### config.mk
export PLATFORM = sky130hd
export DESIGN_NAME = slowtrim_top
export DESIGN_NICKNAME = d
export VERILOG_FILES = /design/src/rtl/slowtrim_pkg.sv /design/src/rtl/slowtrim_mode_stage.sv /design/src/rtl/slowtrim_interval_ctr.sv /design/src/rtl/slowtrim_period_gen.sv /design/src/rtl/slowtrim_top.sv
export SDC_FILE = /design/constraint.sdc
export NUM_CORES = 1
export LEC_CHECK = 0
export BUFFER_PORTS_ARGS = -buffer_cell sky130_fd_sc_hd__buf_2
export CAP_MARGIN = 20
export CORE_UTILIZATION = 60
export CTS_BUF_LIST = sky130_fd_sc_hd__clkbuf_8
export DETAILED_ROUTE_END_ITERATION = 10
export GPL_ROUTABILITY_DRIVEN = 0
export PLACE_DENSITY = 0.75
export REMOVE_ABC_BUFFERS = 1
export SLEW_MARGIN = 0
export SYNTH_ARGS = -nofsm -noshare
export SYNTH_HDL_FRONTEND = slang
export SYNTH_HIERARCHICAL = 1
export SYNTH_SLANG_ARGS = --single-unit
### constraint.sdc
create_clock -name clk -period 11.05 [get_ports clk]
set_input_delay 2.21 -clock clk [delete_from_list [all_inputs] [get_ports clk]]
set_output_delay 2.21 -clock clk [all_outputs]
set_load 0.01 [all_outputs]
### src/rtl/slowtrim_pkg.sv
package slowtrim_pkg;
   // Adjustment applied to the period currently running
   typedef enum logic [1:0] {
      ADJ_NONE = 2'd0,
      ADJ_ADD  = 2'd1,
      ADJ_SUB  = 2'd2
   } adj_e;
endpackage

### src/rtl/slowtrim_mode_stage.sv
module slowtrim_mode_stage #(
   parameter int CORR_W = 7
) (
   input  logic              clk,
   input  logic              rst_n,
   input  logic              wr_i,
   input  logic              open_i,
   input  logic [CORR_W-1:0] corr_i,
   input  logic              hi_i,
   input  logic              neg_i,
   input  logic              tick_i,
   output logic [CORR_W-1:0] act_corr_o,
   output logic              act_hi_o,
   output logic              act_neg_o,
   output logic              restart_o
);
   logic [CORR_W-1:0] pend_corr_q, act_corr_q;
   logic              pend_hi_q, pend_neg_q, act_hi_q, act_neg_q;
   logic              pend_new_q;
   logic              accept;

   assign accept = wr_i & open_i;

   always_ff @(posedge clk or negedge rst_n) begin
      if (!rst_n) begin
         pend_corr_q <= '0;
         pend_hi_q   <= 1'b0;
         pend_neg_q  <= 1'b0;
         pend_new_q  <= 1'b0;
         act_corr_q  <= '0;
         act_hi_q    <= 1'b0;
         act_neg_q   <= 1'b0;
      end else begin
         // The boundary copies whatever was pending before this edge
         if (tick_i) begin
            act_corr_q <= pend_corr_q;
            act_hi_q   <= pend_hi_q;
            act_neg_q  <= pend_neg_q;
         end
         if (accept) begin
            pend_corr_q <= corr_i;
            pend_hi_q   <= hi_i;
            pend_neg_q  <= neg_i;
            pend_new_q  <= 1'b1;
         end else if (tick_i) begin
            pend_new_q  <= 1'b0;
         end
      end
   end

   assign act_corr_o = act_corr_q;
   assign act_hi_o   = act_hi_q;
   assign act_neg_o  = act_neg_q;
   assign restart_o  = tick_i & pend_new_q;

   AST_ACT_ONLY_AT_TICK: assert property (@(posedge clk) disable iff (!rst_n)
      !tick_i |=> $stable({act_corr_q, act_hi_q, act_neg_q}));
   AST_CLOSED_GATE_HOLDS: assert property (@(posedge clk) disable iff (!rst_n)
      !open_i |=> $stable({pend_corr_q, pend_hi_q, pend_neg_q}));
endmodule

### src/rtl/slowtrim_interval_ctr.sv
module slowtrim_interval_ctr
   import slowtrim_pkg::*;
#(
   parameter int CORR_W   = 7,
   parameter int LOW_MULT = 20,
   parameter int CNT_W    = 12
) (
   input  logic              clk,
   input  logic              rst_n,
   input  logic              tick_i,
   input  logic              restart_i,
   input  logic [CORR_W-1:0] corr_i,
   input  logic              hi_i,
   input  logic              neg_i,
   output adj_e              adj_o
);
   logic [CNT_W-1:0] corr_p1, low_lim, lim, icnt_q;

   assign corr_p1 = {{(CNT_W-CORR_W){1'b0}}, corr_i} + 1'b1;

   generate
      if ((LOW_MULT & (LOW_MULT - 1)) == 0) begin : g_shift
         localparam int SHIFT = $clog2(LOW_MULT);
         assign low_lim = corr_p1 << SHIFT;
      end else begin : g_mult
         assign low_lim = CNT_W'(LOW_MULT) * corr_p1;
      end
   endgenerate

   assign lim = hi_i ? corr_p1 : low_lim;

   always_ff @(posedge clk or negedge rst_n) begin
      if (!rst_n) begin
         icnt_q <= '0;
      end else if (tick_i) begin
         if (restart_i || icnt_q == lim - 1'b1) icnt_q <= '0;
         else                                   icnt_q <= icnt_q + 1'b1;
      end
   end

   always_comb begin
      adj_o = ADJ_NONE;
      if (corr_i != '0 && icnt_q == lim - 1'b1)
         adj_o = neg_i ? ADJ_SUB : ADJ_ADD;
   end

   AST_ICNT_IN_RANGE: assert property (@(posedge clk) disable iff (!rst_n)
      icnt_q < lim);
endmodule

### src/rtl/slowtrim_period_gen.sv
module slowtrim_period_gen
   import slowtrim_pkg::*;
#(
   parameter int DIV = 32768,
   parameter int ADJ = 128,
   parameter int PW  = 16
) (
   input  logic clk,
   input  logic rst_n,
   input  adj_e adj_i,
   output logic tick_o
);
   localparam logic [PW-1:0] LEN_NOM   = PW'(DIV);
   localparam logic [PW-1:0] LEN_LONG  = PW'(DIV + ADJ);
   localparam logic [PW-1:0] LEN_SHORT = PW'(DIV - ADJ);

   logic [PW-1:0] pcnt_q, plen;

   always_comb begin
      unique case (adj_i)
         ADJ_ADD: plen = LEN_LONG;
         ADJ_SUB: plen = LEN_SHORT;
         default: plen = LEN_NOM;
      endcase
   end

   assign tick_o = (pcnt_q == plen - 1'b1);

   always_ff @(posedge clk or negedge rst_n) begin
      if (!rst_n)      pcnt_q <= '0;
      else if (tick_o) pcnt_q <= '0;
      else             pcnt_q <= pcnt_q + 1'b1;
   end

   AST_PCNT_BELOW_LEN: assert property (@(posedge clk) disable iff (!rst_n)
      pcnt_q < plen);
   AST_ADJ_STEADY_IN_PERIOD: assert property (@(posedge clk) disable iff (!rst_n)
      !tick_o |=> $stable(adj_i));
   AST_TICK_SINGLE: assert property (@(posedge clk) disable iff (!rst_n)
      tick_o |=> !tick_o);
endmodule

### src/rtl/slowtrim_top.sv
module slowtrim_top
   import slowtrim_pkg::*;
#(
   parameter int DIV      = 32768,
   parameter int ADJ      = 128,
   parameter int CORR_W   = 7,
   parameter int LOW_MULT = 20
) (
   input  logic              clk,
   input  logic              rst_n,
   input  logic              mode_wr,
   input  logic              wp_open,
   input  logic [CORR_W-1:0] corr_val,
   input  logic              range_hi,
   input  logic              sign_neg,
   output logic              tick_1hz
);
   localparam int PW    = $clog2(DIV + ADJ + 1);
   localparam int CNT_W = $clog2(LOW_MULT * (2 ** CORR_W) + 1);

   generate
      if (ADJ < 1 || ADJ + 2 > DIV) begin : g_bad_adj
         $error("slowtrim_top: ADJ must be at least 1 and leave a period of 2 or more");
      end
      if (LOW_MULT < 1 || CORR_W < 1) begin : g_bad_range
         $error("slowtrim_top: LOW_MULT and CORR_W must be at least 1");
      end
   endgenerate

   logic [CORR_W-1:0] act_corr;
   logic              act_hi, act_neg, restart, tick;
   adj_e              adj;

   slowtrim_mode_stage #(.CORR_W(CORR_W)) u_mode (
      .clk(clk), .rst_n(rst_n), .wr_i(mode_wr), .open_i(wp_open),
      .corr_i(corr_val), .hi_i(range_hi), .neg_i(sign_neg), .tick_i(tick),
      .act_corr_o(act_corr), .act_hi_o(act_hi), .act_neg_o(act_neg),
      .restart_o(restart)
   );

   slowtrim_interval_ctr #(.CORR_W(CORR_W), .LOW_MULT(LOW_MULT), .CNT_W(CNT_W)) u_ivl (
      .clk(clk), .rst_n(rst_n), .tick_i(tick), .restart_i(restart),
      .corr_i(act_corr), .hi_i(act_hi), .neg_i(act_neg), .adj_o(adj)
   );

   slowtrim_period_gen #(.DIV(DIV), .ADJ(ADJ), .PW(PW)) u_per (
      .clk(clk), .rst_n(rst_n), .adj_i(adj), .tick_o(tick)
   );

   assign tick_1hz = tick;
endmodule

==> results_dict.tcl, run 1 <==
set metrics [dict create \
    wl_mm 6.655 \
    cts_hold_buf 0 \
    post-route-min-period_ps 7958 \
    wire_per_inst_um 15.51 \
    final_max_slew_viol_count 0 \
    drc 0 \
    gr-usage-met2_pct 43.06 \
    grt_overflow 0 \
    cts.repair.resized 0 \
    met3_usage_pct 4.192 \
    ys_types 62 \
    hp-class "reg -> reg" \
    die_h_um 76.34 \
    cp-end-kind "primary output" \
    antenna_found_initial 0 \
    cap_violations 0 \
    setup.worst_path.class "reg -> out" \
    clkTransAtPathRegs_ps 90 \
    utilization_pct 68.39 \
    synth_edf_count 0 \
    setup_tns_ps 0 \
    slowest_delay_ps 510 \
    fmax_ghz 0.1257 \
    grt_first_pass_wirelength_mm 11.61 \
    core.rowCount 26 \
    synth_seq_area_share_pct 35.47 \
    initial_utilization_pct 63.70 \
    cts_sinks 47 \
    vdd_ir_drop_max_v 0.0001135 \
    clkLatencyLatePin_ps 300 \
    crit_arrival_ps 5750 \
    diodes 0 \
    grt_pass1_vias 2574 \
    crit_slowest_cell "dfrtp_1" \
    via_per_inst 5.965 \
    crit_top_cell "ha_1" \
    synth_area_sq_mm 0.003316 \
    setup_viol 0 \
    die-area_sq_mm 0.005827 \
    fin_cells 429 \
    path_max_fanout 9 \
    fin_crit_sh_pct 72.01 \
    dpl-instance-area_sq_mm 0.003422 \
    path_cells "ha_1 > nand3_1 > or3_1 > nand2_1 > ha_1 > ha_1 > a21oi_1 > a21oi_1 > or4_1 > a21oi_2 > xnor2_1 > or3b_4 > a21o_1 > a211oi_1 > ha_1 > or4b_1 > o22ai_1 > and3_1 > buf_2" \
    cts_tree "done" \
    worst_pin_slew_ps 747.7 \
    cts_htree_levels 2 \
    synth_seq_cells 47 \
    ant_nets 0 \
    multi_input_area_sq_mm 0.002026 \
    cp-start-kind "flip-flop" \
    regArea_sq_mm 0.001176 \
    ys_warn_count 6 \
    power.density_mw_per_mm2 90.83 \
    design_area_sq_mm 0.003560 \
    finalClockSkew_ps 11.40 \
    core_sq_mm 0.005205 \
    grt_max_degree 48 \
    synthCells 344 \
    syn_area_per_cell_sq_um 9.639 \
    synthArstFlopShare_pct 100.0 \
    numPortBuffers 13 \
    synth-main-ff-cell "dfrtp_1" \
    drive_gt1_share_pct 16.43 \
    holdWs_ps 506.4 \
    via_count 2559 \
    grt_use_met1_pct 31.03 \
    numCtsBuffers 5 \
    finalHoldViolations 0 \
    power_leakage_nw 1.570 \
    grt_busiest_layer "met2" \
    cts-root-buf "clkbuf_8" \
    fin_nets 390 \
    placed_cells 420 \
    slew_headroom_pct 49.52 \
    cts_setup_buffers 0 \
    grt_usage_pct 25.05 \
    dr.pass1.iters 4 \
    cts_max_path_buffers 2 \
    nFillCells 426 \
    rsz0062_at_grt "no" \
    dp_hpwl_mm 4.844 \
    ios 14 \
    run_status "finished clean" \
    area_growth_pct 7.358 \
    drt_first_iter_violations 120 \
    crit_required_ps 8840 \
    die_w_um 76.34 \
]
-- cell families (layout without fill, tap and decap cells) --
group | count (synthesis) | after routing | share of synthesized area, %
and+or+nand+nor | 137 | 137 | 22.83
AOI/OAI and AO/OA | 56 | 56 | 12.83
DFF | 47 | 47 | 35.47
xor gates and xnor gates | 40 | 40 | 10.79
buffers and inverters | 24 | 39 | 3.434
muxes | 21 | 21 | 7.245
adders and majority gates | 19 | 19 | 7.396
-- per-stage QoR --
step	total power [mW]	setup slack, ps
after global routing	0.3356	2742
after detailed placement	0.1943	3499
after CTS	0.3266	3129
after floorplan	0.1870	3342
final	0.3233	3092
after global placement	0.1935	3648
-- cell usage in the layout (no fill, tap or decap), types with 3 or more instances in the layout --
cell and n:
o31ai_1 5, mux2_2 20, a21oi_1 13, nand2_1 27, nand2b_1 7, xnor2_1 24
and3_1 6, nor3_1 7, and2_1 5, o21ai_0 5, dfrtp_1 47, clkbuf_8 6
inv_1 16, xor2_1 15, ha_1 18, nor4_1 5, a211oi_1 4, nor2b_1 4
nand4_1 13, nand3_1 14, a22oi_1 5, or3_1 6, o21a_1 3, nor2_1 24
buf_2 13
-- power by group --
part | internal, mW | switching, mW | leakage, nW
sequential | 0.177 | 0.00242 | 0.617
clock | 0.0733 | 0.0585 | 0.0612
combinational | 0.00639 | 0.00613 | 0.892
-- final timing paths --
| path | slack (ps) | start | cells after the start | end |
|---|---|---|---|---|
| min reg2reg | 510 | u_mode/pend_corr_q[3] | 1 | u_mode/act_corr_o[3] |
| max reg2reg | 4330 | u_mode/act_corr_o[0] | 23 | u_ivl/icnt_q[11] |
| max in group asynchronous | 8760 | rst_n | 2 | u_ivl/icnt_q[4] |
| min in group asynchronous | 1800 | rst_n | 1 | u_ivl/icnt_q[8] |
| max | 3090 | u_mode/act_corr_o[0] | 19 | tick_1hz |
| min | 510 | u_mode/pend_corr_q[3] | 1 | u_mode/act_corr_o[3] |
-- cell usage after synthesis, drive strengths merged (2+ instances only) --
master | n | area, sq um
or4b | 2 | 20.02
nor2 | 25 | 96.35
nand3 | 16 | 90.09
or2 | 2 | 12.51
nand4 | 13 | 81.33
a31oi | 2 | 27.53
a211oi | 4 | 30.03
or3 | 6 | 37.54
a21o | 2 | 15.01
or4 | 2 | 15.01
a21oi | 14 | 73.82
buf | 4 | 38.78
xnor2 | 25 | 226.5
nor3 | 9 | 55.05
ha | 18 | 225.2
o311ai | 2 | 17.52
nand2b | 7 | 43.79
inv | 16 | 60.06
a32oi | 2 | 17.52
a22oi | 5 | 37.54
nor2b | 4 | 25.02
nor4 | 6 | 43.79
mux2 | 21 | 240.2
clkbuf | 4 | 15.01
o31ai | 5 | 37.54
o32ai | 3 | 33.79
dfrtp | 47 | 1176
o21a | 3 | 22.52
and3 | 6 | 37.54
nand2 | 28 | 112.6
o21ai | 5 | 25.02
xor2 | 15 | 131.4
and2 | 5 | 31.28
-- registers in the layout, summed over array words and instances, names as in the netlist --
name / flops
u_ivl/icnt_q: 12
u_mode/pend_new_q: 1
u_per/pcnt_q: 16
u_mode/pend_corr_q: 7
u_mode/act_corr_o: 7
u_mode/act_neg_o: 1
u_mode/act_hi_o: 1
u_mode/pend_neg_q: 1
u_mode/pend_hi_q: 1
-- metal layers --
metal / vias up / wire length [um]
li1: 1278 / -
met1: 1230 / 3133
met2: 37 / 3225
met3: 14 / 149
met4: 0 / 148
met5: - / 0
-- final cells by class --
class	instances	area share (%)
clock buffers	6	2.320
clock inverters	2	0.9842
inverters	16	1.687
multi-input cells	273	56.91
flip-flops and latches	47	33.04
well taps	70	2.460
repair buffers	15	2.601
-- worst max-delay path: cells and delay by family (launching register included) --
kind	cells	cell delay (ps)
AOI/OAI and AO/OA	6	1210
xor gates and xnor gates	1	180
and+or+nand+nor	7	2300
DFF	1	510
adders and majority gates	4	1120
buffers and inverters	1	140
(Power assumes the default switching activity.)
==> run 2: changes to the inputs <==
CORE_UTILIZATION = 58   (was 60)
PLACE_DENSITY = 0.76   (was 0.75)
clock period = 6.95 ns   (was 11.05 ns; I/O delays follow)
==> results_dict.tcl, run 2 (same netlist as run 1, synthesis figures left out) <==
set metrics [dict create \
    cp-end-kind "primary output" \
    crit_arrival_ps 5370 \
    reg2reg_to "u_ivl/icnt_q[11]" \
    nFillCells 440 \
    regMostFlops "u_per/pcnt_q" \
    path_buf_inv 3 \
    crit_required_ps 5560 \
    cp-start-kind "flip-flop" \
    wl_mm 7.081 \
    drt_first_iter_violations 117 \
    drive_gt1_share_pct 23.98 \
    grt_first_pass_wirelength_mm 11.48 \
    setup_viol 0 \
    hold_path.startpoint "u_mode/pend_corr_q[4]" \
    worst_pin_slew_ps 769.0 \
    wire_per_inst_um 16.13 \
    min_to "u_mode/pend_corr_q[4]" \
    post-route-min-period_ps 6757 \
    crit_slowest_cell "a2111o_1" \
    crit_start "u_mode/act_corr_o[0]" \
    die_h_um 77.61 \
    grt_max_degree 48 \
    dr.pass1.iters 4 \
    clkTransAtPathRegs_ps 90 \
    initial_utilization_pct 60.21 \
    core_sq_mm 0.005507 \
    cts_tree "done" \
    power_leakage_nw 1.613 \
    reg2reg_slack_ps 610 \
    power.density_mw_per_mm2 135.0 \
    grt_pass1_vias 2534 \
    dp_slack_ps 300.1 \
    critical-path-top-delay-family "simple AND/OR/NAND/NOR gates" \
    cts-root-buf "clkbuf_8" \
    ff2ff_path_depth 22 \
    grt_usage_pct 23.82 \
    grt_overflow 0 \
    cap_violations 0 \
    ant_nets 0 \
    fin_cells 439 \
    cp_num_cells 18 \
    via_count 2651 \
    core.rowCount 27 \
    largest_reg_flops 16 \
    whs_path_depth 1 \
    worst_slack_ps 192.7 \
    finalClockSkew_ps 8.311 \
    antenna_found_initial 0 \
    die-area_sq_mm 0.006023 \
    clkLatencyLatePin_ps 300 \
    diodes 0 \
    reg2reg_from "u_mode/act_corr_o[0]" \
    hp-class "reg -> reg" \
    setup_tns_ps 0 \
    run_status "finished clean" \
    slowest_delay_ps 540 \
    via_per_inst 6.039 \
    final_cell_mix "dfrtp_1, nand2_1, xnor2_1, nor2_1, mux2_2" \
    fin_nets 398 \
    cts_max_path_buffers 2 \
    placed_cells 423 \
    utilization_pct 68.10 \
    holdWs_ps 504.6 \
    slew_headroom_pct 48.01 \
    fmax_ghz 0.1480 \
    fin_crit_sh_pct 97.23 \
    cts_hold_buf 0 \
    ios 14 \
    final_max_slew_viol_count 0 \
    path_cells "buf_4 > ha_4 > xnor2_2 > inv_1 > ha_1 > fa_1 > or3_1 > a2111o_1 > nor3_2 > xor2_1 > nand3_2 > a21o_1 > a211oi_2 > ha_2 > or4b_4 > o22ai_2 > and3_4 > buf_2" \
    final_common_cell "dfrtp_1" \
    area_growth_pct 13.09 \
    numPortBuffers 13 \
    finalHoldViolations 0 \
    drc 0 \
    setup.worst_path.class "reg -> out" \
    reg_top3 "u_per/pcnt_q x16, u_ivl/icnt_q x12" \
    die_w_um 77.61 \
    dp_hpwl_mm 4.766 \
    vdd_ir_drop_max_v 0.0001319 \
    numCtsBuffers 5 \
    cts_sinks 47 \
    cts_htree_levels 2 \
    path_max_fanout 5 \
]
[run 2: cell count changes in the layout (fill, tap and decap cells not counted), sizes merged]
| cell | previous run | this run |
|---|---|---|
| clkbuf | 6 | 5 |
| buf | 15 | 23 |
| inv | 16 | 17 |
[run 2: repair_timing]
action,CTS,global route
setup buffers,0,7
resized for setup,2,23
setup endpoints to repair,1,12
pin swaps,0,12
[run 2: how the worst max path moves through the flow]
| stage | to | slack (ps) |
|---|---|---|
| 2_1_floorplan | tick_1hz | 60 |
| 3_3_place_gp | tick_1hz | 420 |
| 3_5_place_dp | tick_1hz | 300 |
| 4_1_cts | tick_1hz | 7 |
| 5_1_grt | tick_1hz | -40 |
| 6_report | tick_1hz | 190 |
[run 2: final cells by class]
cell class	count	area, sq um	area share (%)
clock buffer	5	68.82	1.835
clock inverter	3	47.55	1.268
inverter	16	60.06	1.602
multi-input combinational	273	2151	57.36
sequential	47	1180	31.46
tap	72	90.09	2.402
timing repair buffer	23	152.6	4.071
[run 2: layer usage]
layer  track usage (%)  vias to the layer above  part of all wire [%]
met2             39.91                       48                    50
met1             31.89                     1294                    45
li1                  -                     1301                     -
met3             4.000                        8                   3.7
met5                 0                        -                     0
met4             6.226                        0                   1.7
[run 2: power by group]
group	internal [mW]	switching [mW]	leakage [nW]	total [mW]
logic	0.0101	0.00884	0.942	0.0190
clock network	0.109	0.0937	0.0587	0.203
registers	0.281	0.00361	0.612	0.285
total	0.400	0.106	1.61	0.506
[run 2: per-stage QoR]
stage | power (mW) | instance area (sq um)
after global placement | 0.3073 | 3432
after floorplan | 0.2972 | 3262
final | 0.5062 | 3750
after detailed placement | 0.3084 | 3432
after CTS | 0.5115 | 3556
after global routing | 0.5258 | 3750
==> run 3: changes to the inputs <==
CELL_PAD_IN_SITES_DETAIL_PLACEMENT = 0   (was default)
CELL_PAD_IN_SITES_GLOBAL_PLACEMENT = 1   (was default)
CORE_UTILIZATION = 40   (was 58)
PLACE_DENSITY = 0.67   (was 0.76)
==> results_dict.tcl, run 3 (same netlist as run 1, synthesis figures left out) <==
set metrics [dict create \
    placed_cells 456 \
    clkLatencyLatePin_ps 310 \
    die_h_um 93.05 \
    crit_slowest_cell "or4_1" \
    crit_required_ps 5560 \
    power.switching_uw 112.0 \
    reg2reg_from "u_mode/act_corr_o[0]" \
    ff2ff_path_depth 23 \
    drc 0 \
    p_int_uw 399.3 \
    setup.worst_path.class "reg -> out" \
    power.density_mw_per_mm2 138.8 \
    fin_cells 467 \
    power_leakage_nw 1.598 \
    worst_slack_ps 240.5 \
    final_cell_mix "dfrtp_1, nand2_1, xnor2_1, nor2_1, mux2_2" \
    initial_utilization_pct 42.04 \
    design_area_sq_mm 0.003684 \
    fin_crit_sh_pct 96.54 \
    crit_start "u_mode/act_corr_o[0]" \
    grt_first_pass_wirelength_mm 12.02 \
    crit_arrival_ps 5320 \
    cp-end-kind "primary output" \
    via_count 2548 \
    core_sq_mm 0.007888 \
    top_layer "met4" \
    reg_top3 "u_per/pcnt_q x16, u_ivl/icnt_q x12" \
    grt_overflow 0 \
    vdd_ir_drop_max_v 0.00008402 \
    slowest_delay_ps 490 \
    cap_violations 0 \
    drt_first_iter_violations 104 \
    wire_per_inst_um 14.71 \
    area_growth_pct 11.09 \
    p_total_uw 511.3 \
    core.rowCount 32 \
    die_w_um 93.05 \
    netSwitchingFraction_pct 21.90 \
    cts_max_path_buffers 2 \
    fmax_ghz 0.1490 \
    route.met2.wl_mm 3.143 \
    die-area_sq_mm 0.008657 \
    setup_viol 0 \
    run_status "finished clean" \
    numCtsBuffers 5 \
    cts_sinks 47 \
    clock_power_share_pct 40.8 \
    hp-class "reg -> reg" \
    dp_hpwl_mm 5.168 \
    wl_met3_um 178 \
    antenna_found_initial 0 \
    diodes 0 \
    post-route-min-period_ps 6710 \
    cts-root-buf "clkbuf_8" \
    comb_power_share_pct 3.6 \
    final_max_slew_viol_count 0 \
    numPortBuffers 13 \
    wl_mm 6.868 \
    dr.pass1.iters 4 \
    via_per_inst 5.456 \
    slew_headroom_pct 50.10 \
    finalClockSkew_ps 7.087 \
    fin_nets 396 \
    path_max_fanout 8 \
    met1Wirelength_mm 3.468 \
    cts_htree_levels 2 \
    drive_gt1_share_pct 21.10 \
    reg2reg_slack_ps 620 \
    dp_slack_ps 214.0 \
    critical-path-top-delay-family "simple AND/OR/NAND/NOR gates" \
    ant_nets 0 \
    cp_num_cells 19 \
    largest_reg_flops 16 \
    seq_power_share_pct 55.6 \
    grt_usage_pct 17.65 \
    clkTransAtPathRegs_ps 90 \
    final_common_cell "dfrtp_1" \
    grt_pass1_vias 2470 \
    reg2reg_to "u_ivl/icnt_q[5]" \
    finalHoldViolations 0 \
    worst_pin_slew_ps 748.4 \
    crit_path_end "tick_1hz" \
    path_buf_inv 3 \
    grt_max_degree 48 \
    dpl-instance-area_sq_mm 0.003492 \
    cts_tree "done" \
    path_cells "buf_4 > inv_2 > ha_2 > ha_1 > ha_1 > fa_1 > nand3_1 > a21oi_1 > or4_1 > a21oi_2 > xnor2_1 > or3b_4 > a21o_1 > a211oi_2 > ha_2 > or4b_1 > o22ai_1 > and3_4 > buf_2" \
    regMostFlops "u_per/pcnt_q" \
    ios 14 \
    cp-start-kind "flip-flop" \
]
-- run 3: cell count changes in the layout (fill, tap and decap cells not counted), sizes merged --
cell and delta:
buf -2
-- run 3: power groups by stage --
stage	sequential [mW]	combinational (mW)	clock (mW)
final	0.284	0.0182	0.209
after global placement	0.290	0.0188	0
after global routing	0.285	0.0209	0.227
after detailed placement	0.290	0.0192	0
after floorplan	0.289	0.00862	0
after CTS	0.284	0.0193	0.218
-- run 3: final cells by class --
| cell class | count | area, sq um |
|---|---|---|
| Fill cell | 768 | 4204 |
| Tap cell | 102 | 127.6 |
| Inverter | 16 | 60.06 |
| Clock inverter | 3 | 47.55 |
| Sequential cell | 47 | 1177 |
| Clock buffer | 5 | 68.82 |
| Multi-Input combinational cell | 273 | 2077 |
| Timing Repair Buffer | 21 | 125.1 |
-- run 3: worst min-delay path by stage --
stage / from / end / slack, ps / depth (start not counted)
floorplan: u_mode/pend_corr_q[0] / u_mode/pend_corr_q[0] / 470 / 1
global placement: u_mode/pend_corr_q[3] / u_mode/pend_corr_q[3] / 490 / 1
detailed placement: u_mode/pend_corr_q[5] / u_mode/act_corr_o[5] / 490 / 1
CTS: u_mode/pend_corr_q[4] / u_mode/pend_corr_q[4] / 510 / 1
global route: u_mode/pend_corr_q[3] / u_mode/pend_corr_q[3] / 520 / 1
finish: u_mode/pend_corr_q[4] / u_mode/pend_corr_q[4] / 510 / 1
-- run 3: what timing repair did --
| action | in CTS | in global routing |
|---|---|---|
| buffers inserted | 0 | 3 |
| pin swaps | 0 | 2 |
| hold buffers | 0 | 0 |
| gates resized for setup | 4 | 11 |
| setup endpoints to repair | 1 | 2 |
-- run 3: through the flow --
step                utilization [%]  setup TNS (ps)  hold WS, ps
finish                        46.70               0        508.1
floorplan                         -               0        473.6
global route                  46.70          -26.06        520.8
global placement              44.27               0        487.6
detailed placement            44.27               0        485.7
CTS                           45.89               0        510.2
-- run 3: per-layer routing --
layer	vias up	global-route usage (%)
met5	-	0
met1	1212	25.30
met2	36	27.70
li1	1293	-
met3	7	3.008
met4	0	4.231
